## config.mk

```make
export PLATFORM = sky130hd
export DESIGN_NAME = pwm_quad_gen
export DESIGN_NICKNAME = d
export VERILOG_FILES = /design/src/rtl/pwm_quad_pkg.sv /design/src/rtl/pwm_prescaler.sv /design/src/rtl/pwm_shadow_regs.sv /design/src/rtl/pwm_count_fsm.sv /design/src/rtl/pwm_channel_out.sv /design/src/rtl/pwm_quad_gen.sv
export SDC_FILE = /design/constraint.sdc
export NUM_CORES = 1
export LEC_CHECK = 0
export BUFFER_PORTS_ARGS = -buffer_cell sky130_fd_sc_hd__clkbuf_2
export CORE_ASPECT_RATIO = 0.8
export CORE_MARGIN = 2
export CORE_UTILIZATION = 42
export CTS_CLUSTER_DIAMETER = 120
export DETAILED_ROUTE_END_ITERATION = 16
export GPL_TIMING_DRIVEN = 0
export HOLD_SLACK_MARGIN = 0.12
export PLACE_DENSITY = 0.68
export SYNTH_ARGS = -nofsm -noshare
export SYNTH_HDL_FRONTEND = slang
export SYNTH_HIERARCHICAL = 1
export SYNTH_SLANG_ARGS = --single-unit
```

## constraint.sdc

```tcl
create_clock -name clk -period 7.5 [get_ports clk]
set_input_delay 1.5 -clock clk [delete_from_list [all_inputs] [get_ports clk]]
set_output_delay 1.5 -clock clk [all_outputs]
set_load 0.1 [all_outputs]
```

## src/rtl/pwm_quad_pkg.sv

```systemverilog
package pwm_quad_pkg;

    typedef enum logic [1:0] {
        ST_IDLE = 2'd0,
        ST_UP   = 2'd1,
        ST_DOWN = 2'd2
    } cnt_state_e;

endpackage

```

## src/rtl/pwm_prescaler.sv

```systemverilog
module pwm_prescaler #(
    parameter int DIV_W = 3
) (
    input  logic             clk,
    input  logic             rst_n,
    input  logic             run,
    input  logic [DIV_W-1:0] div_code,
    output logic             tick
);
    localparam int PRE_W = (1 << DIV_W) - 1;
    localparam logic [DIV_W-1:0] MAX_CODE = DIV_W'(PRE_W);

    logic [PRE_W-1:0] pre_cnt;
    logic [PRE_W-1:0] limit;

    // Terminal count is 2^code - 1, built by shifting an all-ones word.
    assign limit = {PRE_W{1'b1}} >> (MAX_CODE - div_code);
    assign tick  = run && (pre_cnt == limit);

    always_ff @(posedge clk) begin
        if (!rst_n) begin
            pre_cnt <= '0;
        end else if (tick) begin
            pre_cnt <= '0;
        end else if (run) begin
            pre_cnt <= pre_cnt + 1'b1;
        end
    end

    AST_PRE_BOUND: assert property (@(posedge clk) disable iff (!rst_n)
        pre_cnt <= limit);

endmodule

```

## src/rtl/pwm_shadow_regs.sv

```systemverilog
module pwm_shadow_regs #(
    parameter int NUM_CH  = 4,
    parameter int VAL_W   = 15,
    parameter int DIV_W   = 3,
    parameter int TOP_RST = 1000,
    parameter int DIV_RST = 4,
    parameter int SEL_W   = 2
) (
    input  logic                          clk,
    input  logic                          rst_n,
    input  logic                          cfg_wr,
    input  logic [DIV_W-1:0]              cfg_div,
    input  logic                          cfg_center,
    input  logic                          top_wr,
    input  logic [VAL_W:0]                top_val,
    input  logic                          cmp_wr,
    input  logic [SEL_W-1:0]              cmp_idx,
    input  logic [VAL_W:0]                cmp_val,
    input  logic                          load,
    output logic [VAL_W-1:0]              act_top,
    output logic [DIV_W-1:0]              act_div,
    output logic                          act_center,
    output logic [NUM_CH-1:0][VAL_W-1:0]  act_cmp
);
    localparam logic [VAL_W-1:0] TOP_MAX  = {VAL_W{1'b1}};
    localparam logic [VAL_W-1:0] TOP_MIN  = {{(VAL_W-1){1'b0}}, 1'b1};
    localparam logic [VAL_W:0]   CMP_MASK = {1'b0, {VAL_W{1'b1}}};

    logic [VAL_W-1:0]             sh_top;
    logic [DIV_W-1:0]             sh_div;
    logic                         sh_center;
    logic [NUM_CH-1:0][VAL_W-1:0] sh_cmp;
    logic [VAL_W-1:0]             top_sat;

    // Clamp the written top into [1, 2^VAL_W - 1].
    always_comb begin
        if (top_val[VAL_W]) begin
            top_sat = TOP_MAX;
        end else if (top_val[VAL_W-1:0] == '0) begin
            top_sat = TOP_MIN;
        end else begin
            top_sat = top_val[VAL_W-1:0];
        end
    end

    // Shadow side: written by the load strobes.
    always_ff @(posedge clk) begin
        if (!rst_n) begin
            sh_top    <= VAL_W'(TOP_RST);
            sh_div    <= DIV_W'(DIV_RST);
            sh_center <= 1'b0;
        end else begin
            if (top_wr) begin
                sh_top <= top_sat;
            end
            if (cfg_wr) begin
                sh_div    <= cfg_div;
                sh_center <= cfg_center;
            end
        end
    end

    generate
        for (genvar g = 0; g < NUM_CH; g++) begin : g_sh_cmp
            always_ff @(posedge clk) begin
                if (!rst_n) begin
                    sh_cmp[g] <= '0;
                end else if (cmp_wr && (cmp_idx == SEL_W'(g))) begin
                    sh_cmp[g] <= cmp_val[VAL_W-1:0];
                end
            end
        end
    endgenerate

    // Active side: copied as one set on the boundary pulse.
    always_ff @(posedge clk) begin
        if (!rst_n) begin
            act_top    <= VAL_W'(TOP_RST);
            act_div    <= DIV_W'(DIV_RST);
            act_center <= 1'b0;
            act_cmp    <= '0;
        end else if (load) begin
            act_top    <= sh_top;
            act_div    <= sh_div;
            act_center <= sh_center;
            act_cmp    <= sh_cmp;
        end
    end

    AST_TOP_SATURATES: assert property (@(posedge clk) disable iff (!rst_n)
        top_wr && top_val[VAL_W] |=> sh_top == TOP_MAX);

    AST_CMP_MASKED: assert property (@(posedge clk) disable iff (!rst_n)
        cmp_wr |=> {1'b0, sh_cmp[$past(cmp_idx)]} == ($past(cmp_val) & CMP_MASK));

    AST_ACTIVE_HELD: assert property (@(posedge clk) disable iff (!rst_n)
        !load |=> $stable(act_cmp) && $stable(act_top) && $stable(act_div));

endmodule

```

## src/rtl/pwm_count_fsm.sv

```systemverilog
module pwm_count_fsm
    import pwm_quad_pkg::*;
#(
    parameter int VAL_W = 15
) (
    input  logic             clk,
    input  logic             rst_n,
    input  logic             enable,
    input  logic             tick,
    input  logic [VAL_W-1:0] act_top,
    input  logic             act_center,
    output logic             run,
    output logic             load,
    output logic [VAL_W-1:0] cnt,
    output logic             period_end
);
    localparam logic [VAL_W-1:0] ONE = {{(VAL_W-1){1'b0}}, 1'b1};

    cnt_state_e       state_q, state_d;
    logic [VAL_W-1:0] cnt_q, cnt_d;
    logic             wrap, start;
    logic             pend_q;

    // State register.
    always_ff @(posedge clk) begin
        if (!rst_n) begin
            state_q <= ST_IDLE;
            cnt_q   <= '0;
        end else begin
            state_q <= state_d;
            cnt_q   <= cnt_d;
        end
    end

    // Next state and next count.
    always_comb begin
        state_d = state_q;
        cnt_d   = cnt_q;
        wrap    = 1'b0;
        start   = 1'b0;
        unique case (state_q)
            ST_IDLE: begin
                if (enable) begin           // T_START
                    state_d = ST_UP;
                    cnt_d   = '0;
                    start   = 1'b1;
                end
            end
            ST_UP: begin
                if (tick) begin
                    if (cnt_q == act_top - ONE) begin
                        if (act_center) begin   // T_TURN
                            state_d = ST_DOWN;
                            cnt_d   = act_top;
                        end else begin          // T_WRAP_EDGE
                            cnt_d = '0;
                            wrap  = 1'b1;
                        end
                    end else begin
                        cnt_d = cnt_q + ONE;
                    end
                end
            end
            ST_DOWN: begin
                if (tick) begin
                    if (cnt_q == ONE) begin     // T_WRAP_CENTER
                        state_d = ST_UP;
                        cnt_d   = '0;
                        wrap    = 1'b1;
                    end else begin
                        cnt_d = cnt_q - ONE;
                    end
                end
            end
            default: begin
                state_d = ST_IDLE;
                cnt_d   = '0;
            end
        endcase
    end

    // Outputs.
    assign run  = enable && (state_q != ST_IDLE);
    assign load = start || wrap;
    assign cnt  = cnt_q;

    always_ff @(posedge clk) begin
        if (!rst_n) begin
            pend_q <= 1'b0;
        end else begin
            pend_q <= wrap;
        end
    end

    assign period_end = pend_q;

    AST_CNT_IN_RANGE: assert property (@(posedge clk) disable iff (!rst_n)
        cnt_q <= act_top);

    AST_EDGE_NEVER_DOWN: assert property (@(posedge clk) disable iff (!rst_n)
        !act_center |-> state_q != ST_DOWN);

    AST_PEND_AT_ZERO: assert property (@(posedge clk) disable iff (!rst_n)
        pend_q |-> cnt_q == '0);

endmodule

```

## src/rtl/pwm_channel_out.sv

```systemverilog
module pwm_channel_out #(
    parameter int VAL_W = 15
) (
    input  logic             clk,
    input  logic             rst_n,
    input  logic             run,
    input  logic [VAL_W-1:0] cnt,
    input  logic [VAL_W-1:0] cmp,
    input  logic [VAL_W-1:0] top,
    output logic             out
);
    logic level;
    logic out_q;

    assign level = (cnt < cmp) || (cmp >= top);

    always_ff @(posedge clk) begin
        if (!rst_n) begin
            out_q <= 1'b0;
        end else if (run) begin
            out_q <= level;
        end
    end

    assign out = out_q;

endmodule

```

## src/rtl/pwm_quad_gen.sv

```systemverilog
module pwm_quad_gen
    import pwm_quad_pkg::*;
#(
    parameter int NUM_CH  = 4,
    parameter int VAL_W   = 15,
    parameter int DIV_W   = 3,
    parameter int TOP_RST = 1000,
    parameter int DIV_RST = 4,
    parameter int SEL_W   = 2
) (
    input  logic              clk,
    input  logic              rst_n,
    input  logic              enable,
    input  logic              cfg_wr,
    input  logic [DIV_W-1:0]  cfg_div,
    input  logic              cfg_center,
    input  logic              top_wr,
    input  logic [VAL_W:0]    top_val,
    input  logic              cmp_wr,
    input  logic [SEL_W-1:0]  cmp_idx,
    input  logic [VAL_W:0]    cmp_val,
    output logic [NUM_CH-1:0] pwm_out,
    output logic              period_end
);
    logic [VAL_W-1:0]             act_top;
    logic [DIV_W-1:0]             act_div;
    logic                         act_center;
    logic [NUM_CH-1:0][VAL_W-1:0] act_cmp;
    logic                         run, load, tick;
    logic [VAL_W-1:0]             cnt;

    pwm_shadow_regs #(
        .NUM_CH (NUM_CH),
        .VAL_W  (VAL_W),
        .DIV_W  (DIV_W),
        .TOP_RST(TOP_RST),
        .DIV_RST(DIV_RST),
        .SEL_W  (SEL_W)
    ) u_regs (
        .clk       (clk),
        .rst_n     (rst_n),
        .cfg_wr    (cfg_wr),
        .cfg_div   (cfg_div),
        .cfg_center(cfg_center),
        .top_wr    (top_wr),
        .top_val   (top_val),
        .cmp_wr    (cmp_wr),
        .cmp_idx   (cmp_idx),
        .cmp_val   (cmp_val),
        .load      (load),
        .act_top   (act_top),
        .act_div   (act_div),
        .act_center(act_center),
        .act_cmp   (act_cmp)
    );

    pwm_prescaler #(.DIV_W(DIV_W)) u_pre (
        .clk     (clk),
        .rst_n   (rst_n),
        .run     (run),
        .div_code(act_div),
        .tick    (tick)
    );

    pwm_count_fsm #(.VAL_W(VAL_W)) u_fsm (
        .clk       (clk),
        .rst_n     (rst_n),
        .enable    (enable),
        .tick      (tick),
        .act_top   (act_top),
        .act_center(act_center),
        .run       (run),
        .load      (load),
        .cnt       (cnt),
        .period_end(period_end)
    );

    generate
        for (genvar c = 0; c < NUM_CH; c++) begin : g_ch
            pwm_channel_out #(.VAL_W(VAL_W)) u_ch (
                .clk  (clk),
                .rst_n(rst_n),
                .run  (run),
                .cnt  (cnt),
                .cmp  (act_cmp[c]),
                .top  (act_top),
                .out  (pwm_out[c])
            );
        end
    endgenerate

    AST_HOLD_WHEN_OFF: assert property (@(posedge clk) disable iff (!rst_n)
        !enable |=> $stable(pwm_out));

    AST_PEND_NEEDS_RUN: assert property (@(posedge clk) disable iff (!rst_n)
        period_end |-> $past(enable));

endmodule

```

Word level (Yosys, flattened, before mapping). Cells that the tools add are included.

Add/subtract/negate cells: 5. $lt $le $gt $ge: 8. Eq/ne operators: 14. Shift-type cells: 1. Mux-type cells: 24. Bitwise gates (word level): 1. Reduce and logical (&&, ||, !) cells: 18.

Operators by type and width (number): 15-bit 2-to-1 mux (8); 15-bit >= comparator (4); 15-bit < comparator (4); 15-bit case mux with 3 select lines (1); 15-bit by 1-bit subtractor with 15-bit output (second input constant) (2); 15-bit by 1-bit adder with 15-bit output (second input constant) (1); 15-bit by 1-bit == test with 1-bit output (second input constant) (1); 15-bit == test (1); 15-bit logical NOT (1); 2-bit 2-to-1 mux (6); 2-bit != test (second input constant) (4); 7-bit by 1-bit adder with 7-bit output (second input constant) (1); 7-bit == test (1); 1-bit 2-to-1 mux (7); 7-bit by 3-bit right shift with 7-bit output (first input constant) (1); 2-bit == test (second input constant) (3); 1-bit logical AND (6); 2-bit case mux with 3 select lines (1); 6-bit AND reduction (1); 1-bit logical OR (5); 2-bit by 1-bit == test with 1-bit output (second input constant) (2); 2-bit logical NOT (2); 2-bit by 1-bit != test with 1-bit output (second input constant) (2); 3-bit AND reduction (1); 5 further kinds (5).

Flip-flop bits (word level): 187. Bits of input ports: 44. Output and inout port bits: 5. Logic and storage cells: 93.

Longest topological paths before layout.
Depth after elaboration: 7. Depth in mapped cells: 15.

By module. The synthesis kept the hierarchy.

By module, submodules not included: pwm_shadow_regs (instances 1, cells each 605, area an instance 5941.9 um^2, sequential area each 3163.0 um^2); pwm_channel_out (instances 4, cells each 107, area an instance 735.7 um^2, sequential area each 20.0 um^2); pwm_count_fsm (instances 1, cells each 282, area an instance 2070.7 um^2, sequential area each 360.3 um^2); pwm_prescaler (instances 1, cells each 54, area an instance 500.5 um^2, sequential area each 140.1 um^2).

Worst setup path after synthesis. OpenSTA, ideal clock, no wires.

Path type: input to register. From: input enable. To: register u_fsm.cnt_q[7] (netlist: u_fsm/cnt[7]). Data arrival time: 4.099 ns. Setup slack: 3.343 ns. Stages: 11. Buffers on the path: 2. Path through: nor2b_1 -> clkbuf_1 -> inv_1 -> a311oi_1 -> and2_1 -> o22ai_1 -> nor2_1 -> nand4_1 -> clkbuf_1 -> o41ai_1 -> a211o_1.

Longest elaborated chain between the ends: 4. Elaborated cells between the ends (all ways): 6. Those cells by class: eq/ne (3); reduce/logical (3).

Ends and longest elaborated chain: start, declared (line pwm_quad_gen.sv:13) `input logic enable,`; 1-bit logical AND * (line pwm_count_fsm.sv:83) `assign run = enable && (state_q != ST_IDLE);`; 1-bit logical AND * (line pwm_prescaler.sv:18) `assign tick = run && (pre_cnt == limit);`; net tick (line pwm_quad_gen.sv:29) `logic run, load, tick;`; 2-bit != test (no source line); 3-bit AND reduction (no source line) *; end signal, assigned (line pwm_count_fsm.sv:31) `cnt_q <= cnt_d;`; end, declared (line pwm_count_fsm.sv:20) `logic [VAL_W-1:0] cnt_q, cnt_d;`.

The timed path passes the listed nets; every way through them passes the cells marked *. A chain may end at the register's enable or synchronous reset.

Worst setup path after layout.
From: input enable. To: register u_fsm.cnt_q[8] (netlist: u_fsm/cnt[8]).

Longest elaborated chain between the ends: 4. Elaborated cells between the ends (all ways): 6. Those cells by class: eq/ne (3); reduce/logical (3).

Ends and longest elaborated chain (line): 1-bit logical AND * (pwm_count_fsm.sv:83); net run (pwm_quad_gen.sv:29); 1-bit logical AND * (pwm_prescaler.sv:18); net tick (pwm_quad_gen.sv:29); 2-bit != test (no source line); 3-bit AND reduction (no source line) *.

Marks and branches as above.

==> flow_summary.ini <==
[placement]
io_buffers = 45
post-dp-hpwl_mm = 24.5
gp_congestion = 0.903
place_worst_setup_slack_ns = 1.88

[cts]
path_clk_slew_ns = 0.08
cts_tree = done
insertion_delay_ns = 0.44
ctsResizeCount = 0
clock-sinks = 187
ctsRootBufferMaster = clkbuf_16
postCtsSetupBuffers = 0
cts-htree-levels = 4
numCtsBuffers = 17
cts.path.max_buffers = 2
postCtsHoldBufs = 0

[setup_path]
worstSetupPathType = in2reg
cp-end-kind = register
rr_endpoint = u_fsm/cnt[8]$_SDFFE_PN0P_
worstPathRequired_ns = 7.88
path_buf_inv = 4
cpLargestDelayFamily = simple AND/OR/NAND/NOR gates
cpMaxStageDelayCell = nor2b_1
cp_cell_sequence = clkbuf_2 -> nor2b_1 -> clkbuf_1 -> inv_1 -> a311oi_1 -> and2_1 -> o22ai_1 -> nor2_1 -> nand2_1 -> nor2_1 -> clkbuf_1 -> and3_2 -> a211o_1
crit-reg2reg-launch = u_fsm/state_q[1]$_SDFFE_PN0P_
path_max_fanout = 10
rrSetupSlack_ns = 2.63
rr_worst_depth = 14
max_stage_delay_ns = 0.84
startpoint_type = primary input
arrival_ns = 5.74

[logic_synthesis]
synth.top_cell.area_share_pct = 32.7
syn_nets = 1537
synth.distinct_cells = 69
netlist_instances = 1369
netlist_area_um2 = 11500
ys_seq_elements = 187
post-synth-top-area-cell = dfxtp_1
yosysSeqAreaShare_pct = 32.7
syn_avg_cell_area_um2 = 8.37
yosys_warnings = 6
synth_flop_cell = dfxtp_1
synth-edff-count = 0
synth_area_leaders = dfxtp_1 (33%), ha_1 (14%), mux2i_1 (8.0%)
synthArstFlopShare_pct = 0

[global_routing]
grt_usage_pct = 23.2
grt_pass1_vias = 9307
grt_pass1_wl_mm = 51.0
grt-ovfl-total = 0
grt_max_degree = 19
antenna_found_initial = 0

[power_and_ir_drop]
peakVddDrop_uv = 140
p_clk_share_pct = 35.8
p_seq_share_pct = 43.5
power.static_leakage_nw = 5.38
swShare_pct = 32.7
power.internal_mw = 1.69
power_frac_comb_pct = 20.8
netSwitchingPower_uw = 823
powerDensity_nw_per_um2 = 198

[sta]
max_slew_margin_pct = 28.1
setup_viol = 0
hold_viol = 0
setup_slack_ns = 2.14
fin_skew_ns = 0.0178
max_slew.worst_pin.slew_ns = 1.08
fmax_mhz = 187
fin_setup_tns_ns = 0
timing.hold.ws_ns = 0.455
drv_slew = 0
rsz0062_at_grt = no
fin_crit_ns = 5.36
fin_crit_sh_pct = 71.5

[floorplan]
ios = 49
die_area_um2 = 28600
die_h_um = 152
core_area_um2 = 27000
floorplan.die.width_um = 189
initial_core_util_pct = 42.4
rows = 54

[final_layout]
fin_nets = 1601
drive_gt1_share_pct = 8.44
fillers = 2677
diodes = 0
area_growth_pct = 11.0

[job]
max-cap-violations = 0

[hold_path]
hold_depth = 2
min-delay-start = u_regs/sh_cmp[55]$_SDFFE_PN0P_
min_to = u_regs/sh_cmp[55]$_SDFFE_PN0P_
min_path_type = reg2reg

[route]
wire_per_inst_um = 18.2
avgViaCountPerCell = 5.48
drtPass1Iterations = 5
ant_nets = 0
vias = 9917
drc = 0
wirelength_mm = 33.0
drt_iter0_markers = 880

[run_status]
outcome = finished, final reports clean
-- cells in the final DEF (no fill, tap or decap), types with 9 or more instances in the layout --
cell | netlist | routed
clkbuf_2 | 0 | 45
o21ai_0 | 64 | 64
clkbuf_16 | 0 | 17
nor3_1 | 9 | 9
ha_1 | 124 | 124
xor2_1 | 14 | 14
nor2_1 | 50 | 50
nand4_1 | 26 | 26
nor3b_1 | 9 | 9
nor2b_1 | 82 | 82
dfxtp_1 | 187 | 187
a211o_1 | 9 | 9
a21oi_1 | 82 | 82
a21boi_1 | 31 | 31
a21boi_0 | 29 | 29
nor4_1 | 9 | 9
mux2i_1 | 91 | 91
and3_1 | 11 | 11
nand2_1 | 188 | 188
nand3_1 | 25 | 25
clkbuf_1 | 38 | 38
xnor2_1 | 25 | 25
inv_1 | 131 | 131
buf_2 | 14 | 14
-- registers in the layout (all words and copies together), names as in the netlist --
register	count
g_ch.u_ch/out	4
u_fsm/cnt	15
u_fsm/period_end	1
u_fsm/state_q	2
u_pre/pre_cnt	7
u_regs/act_center	1
u_regs/act_cmp	60
u_regs/act_div	3
u_regs/act_top	15
u_regs/sh_center	1
u_regs/sh_cmp	60
u_regs/sh_div	3
u_regs/sh_top	15
-- Yosys cell counts, types with 3 or more instances --
| library cell | count |
|---|---|
| clkbuf_1 | 38 |
| xor2_1 | 14 |
| o21ai_0 | 64 |
| nand3_1 | 25 |
| a22o_1 | 5 |
| a21boi_0 | 29 |
| nand3b_1 | 7 |
| nand2b_1 | 8 |
| buf_1 | 3 |
| a21o_1 | 7 |
| buf_2 | 14 |
| a211o_1 | 9 |
| and3_2 | 4 |
| buf_6 | 5 |
| nand4_1 | 26 |
| nor2_1 | 50 |
| and3_1 | 11 |
| nor3_1 | 9 |
| o22ai_1 | 3 |
| a41oi_1 | 3 |
| ha_1 | 124 |
| nor4b_1 | 6 |
| nand2_1 | 188 |
| o41ai_1 | 6 |
| a31oi_1 | 5 |
| inv_1 | 131 |
| mux2i_1 | 91 |
| nor2b_1 | 82 |
| buf_4 | 8 |
| a211oi_1 | 7 |
| dfxtp_1 | 187 |
| o21ai_1 | 4 |
| xnor2_1 | 25 |
| nor3b_1 | 9 |
| a21boi_1 | 31 |
| nor4_1 | 9 |
| a21oi_1 | 82 |
-- power groups by stage --
stage          Sequential (mW)  Combinational (mW)  Clock (mW)
2_1_floorplan             1.12               0.354           0
3_3_place_gp              1.11               0.500           0
3_5_place_dp              1.12               0.510           0
4_1_cts                   1.09               0.513       0.916
5_1_grt                   1.10               0.566       0.954
6_report                  1.09               0.522       0.899
-- stage by stage --
step	util [%]	area, um^2	cells	power [mW]
floorplan	-	11500	1369	1.47
global placement	44.9	12100	1778	1.61
detailed placement	44.9	12100	1778	1.63
CTS	47.1	12700	1810	2.52
global route	47.1	12700	1810	2.62
finish	47.1	12700	1810	2.51
-- worst register-to-register path, stage by stage, from the launching register on --
cell and delay, ns:
dfxtp_1 0.37, inv_1 0.07, ha_1 0.22, nor2b_1 0.84
clkbuf_1 0.39, inv_1 0.08, a311oi_1 0.81, and2_1 0.28
o22ai_1 0.20, nor2_1 0.37, nand2_1 0.21, nor2_1 0.20
clkbuf_1 0.38, and3_2 0.26, a211o_1 0.10
-- layout make-up --
class / count / area, um^2 / area share (%)
inverters: 131 / 492 / 3.87
clock buffers: 19 / 453 / 3.56
multi-input cells: 983 / 6880 / 54.1
clock inverters: 13 / 128 / 1.00
plain buffers: 68 / 340 / 2.68
repair buffers: 45 / 225 / 1.77
flip-flops and latches: 187 / 3740 / 29.4
well taps: 364 / 455 / 3.58
-- metal layers --
layer | share of wire (%) | track usage (%) | routed length [um] | vias up
met2 | 45 | 37.9 | 14900 | 350
met4 | 1.8 | 6.29 | 610 | 0
met1 | 46 | 31.6 | 15100 | 4693
li1 | - | - | - | 4829
met5 | 0 | 0 | 0 | -
met3 | 7.4 | 3.98 | 2450 | 45
-- how the worst max path moves through the flow --
stage	start	to	cells after the start
after floorplan	enable	u_fsm/cnt[7]$_SDFFE_PN0P_	11
after global placement	enable	u_fsm/cnt[8]$_SDFFE_PN0P_	13
after detailed placement	enable	u_fsm/cnt[10]$_SDFFE_PN0P_	13
after CTS	enable	u_fsm/cnt[8]$_SDFFE_PN0P_	13
after global routing	enable	u_fsm/cnt[8]$_SDFFE_PN0P_	13
final	enable	u_fsm/cnt[8]$_SDFFE_PN0P_	13
-- cells by family after synthesis --
kind of cell               count (synthesis)  synth area share, %
adders and majority gates                124                 13.5
buffers and inverters                    199                 7.26
AOI/OAI and AO/OA                        272                 15.1
DFF                                      187                 32.7
muxes                                     93                 8.15
xor gates and xnor gates                  39                 2.98
and+or+nand+nor                          455                 20.3
Note: power is estimated with default switching activity, not from simulation.
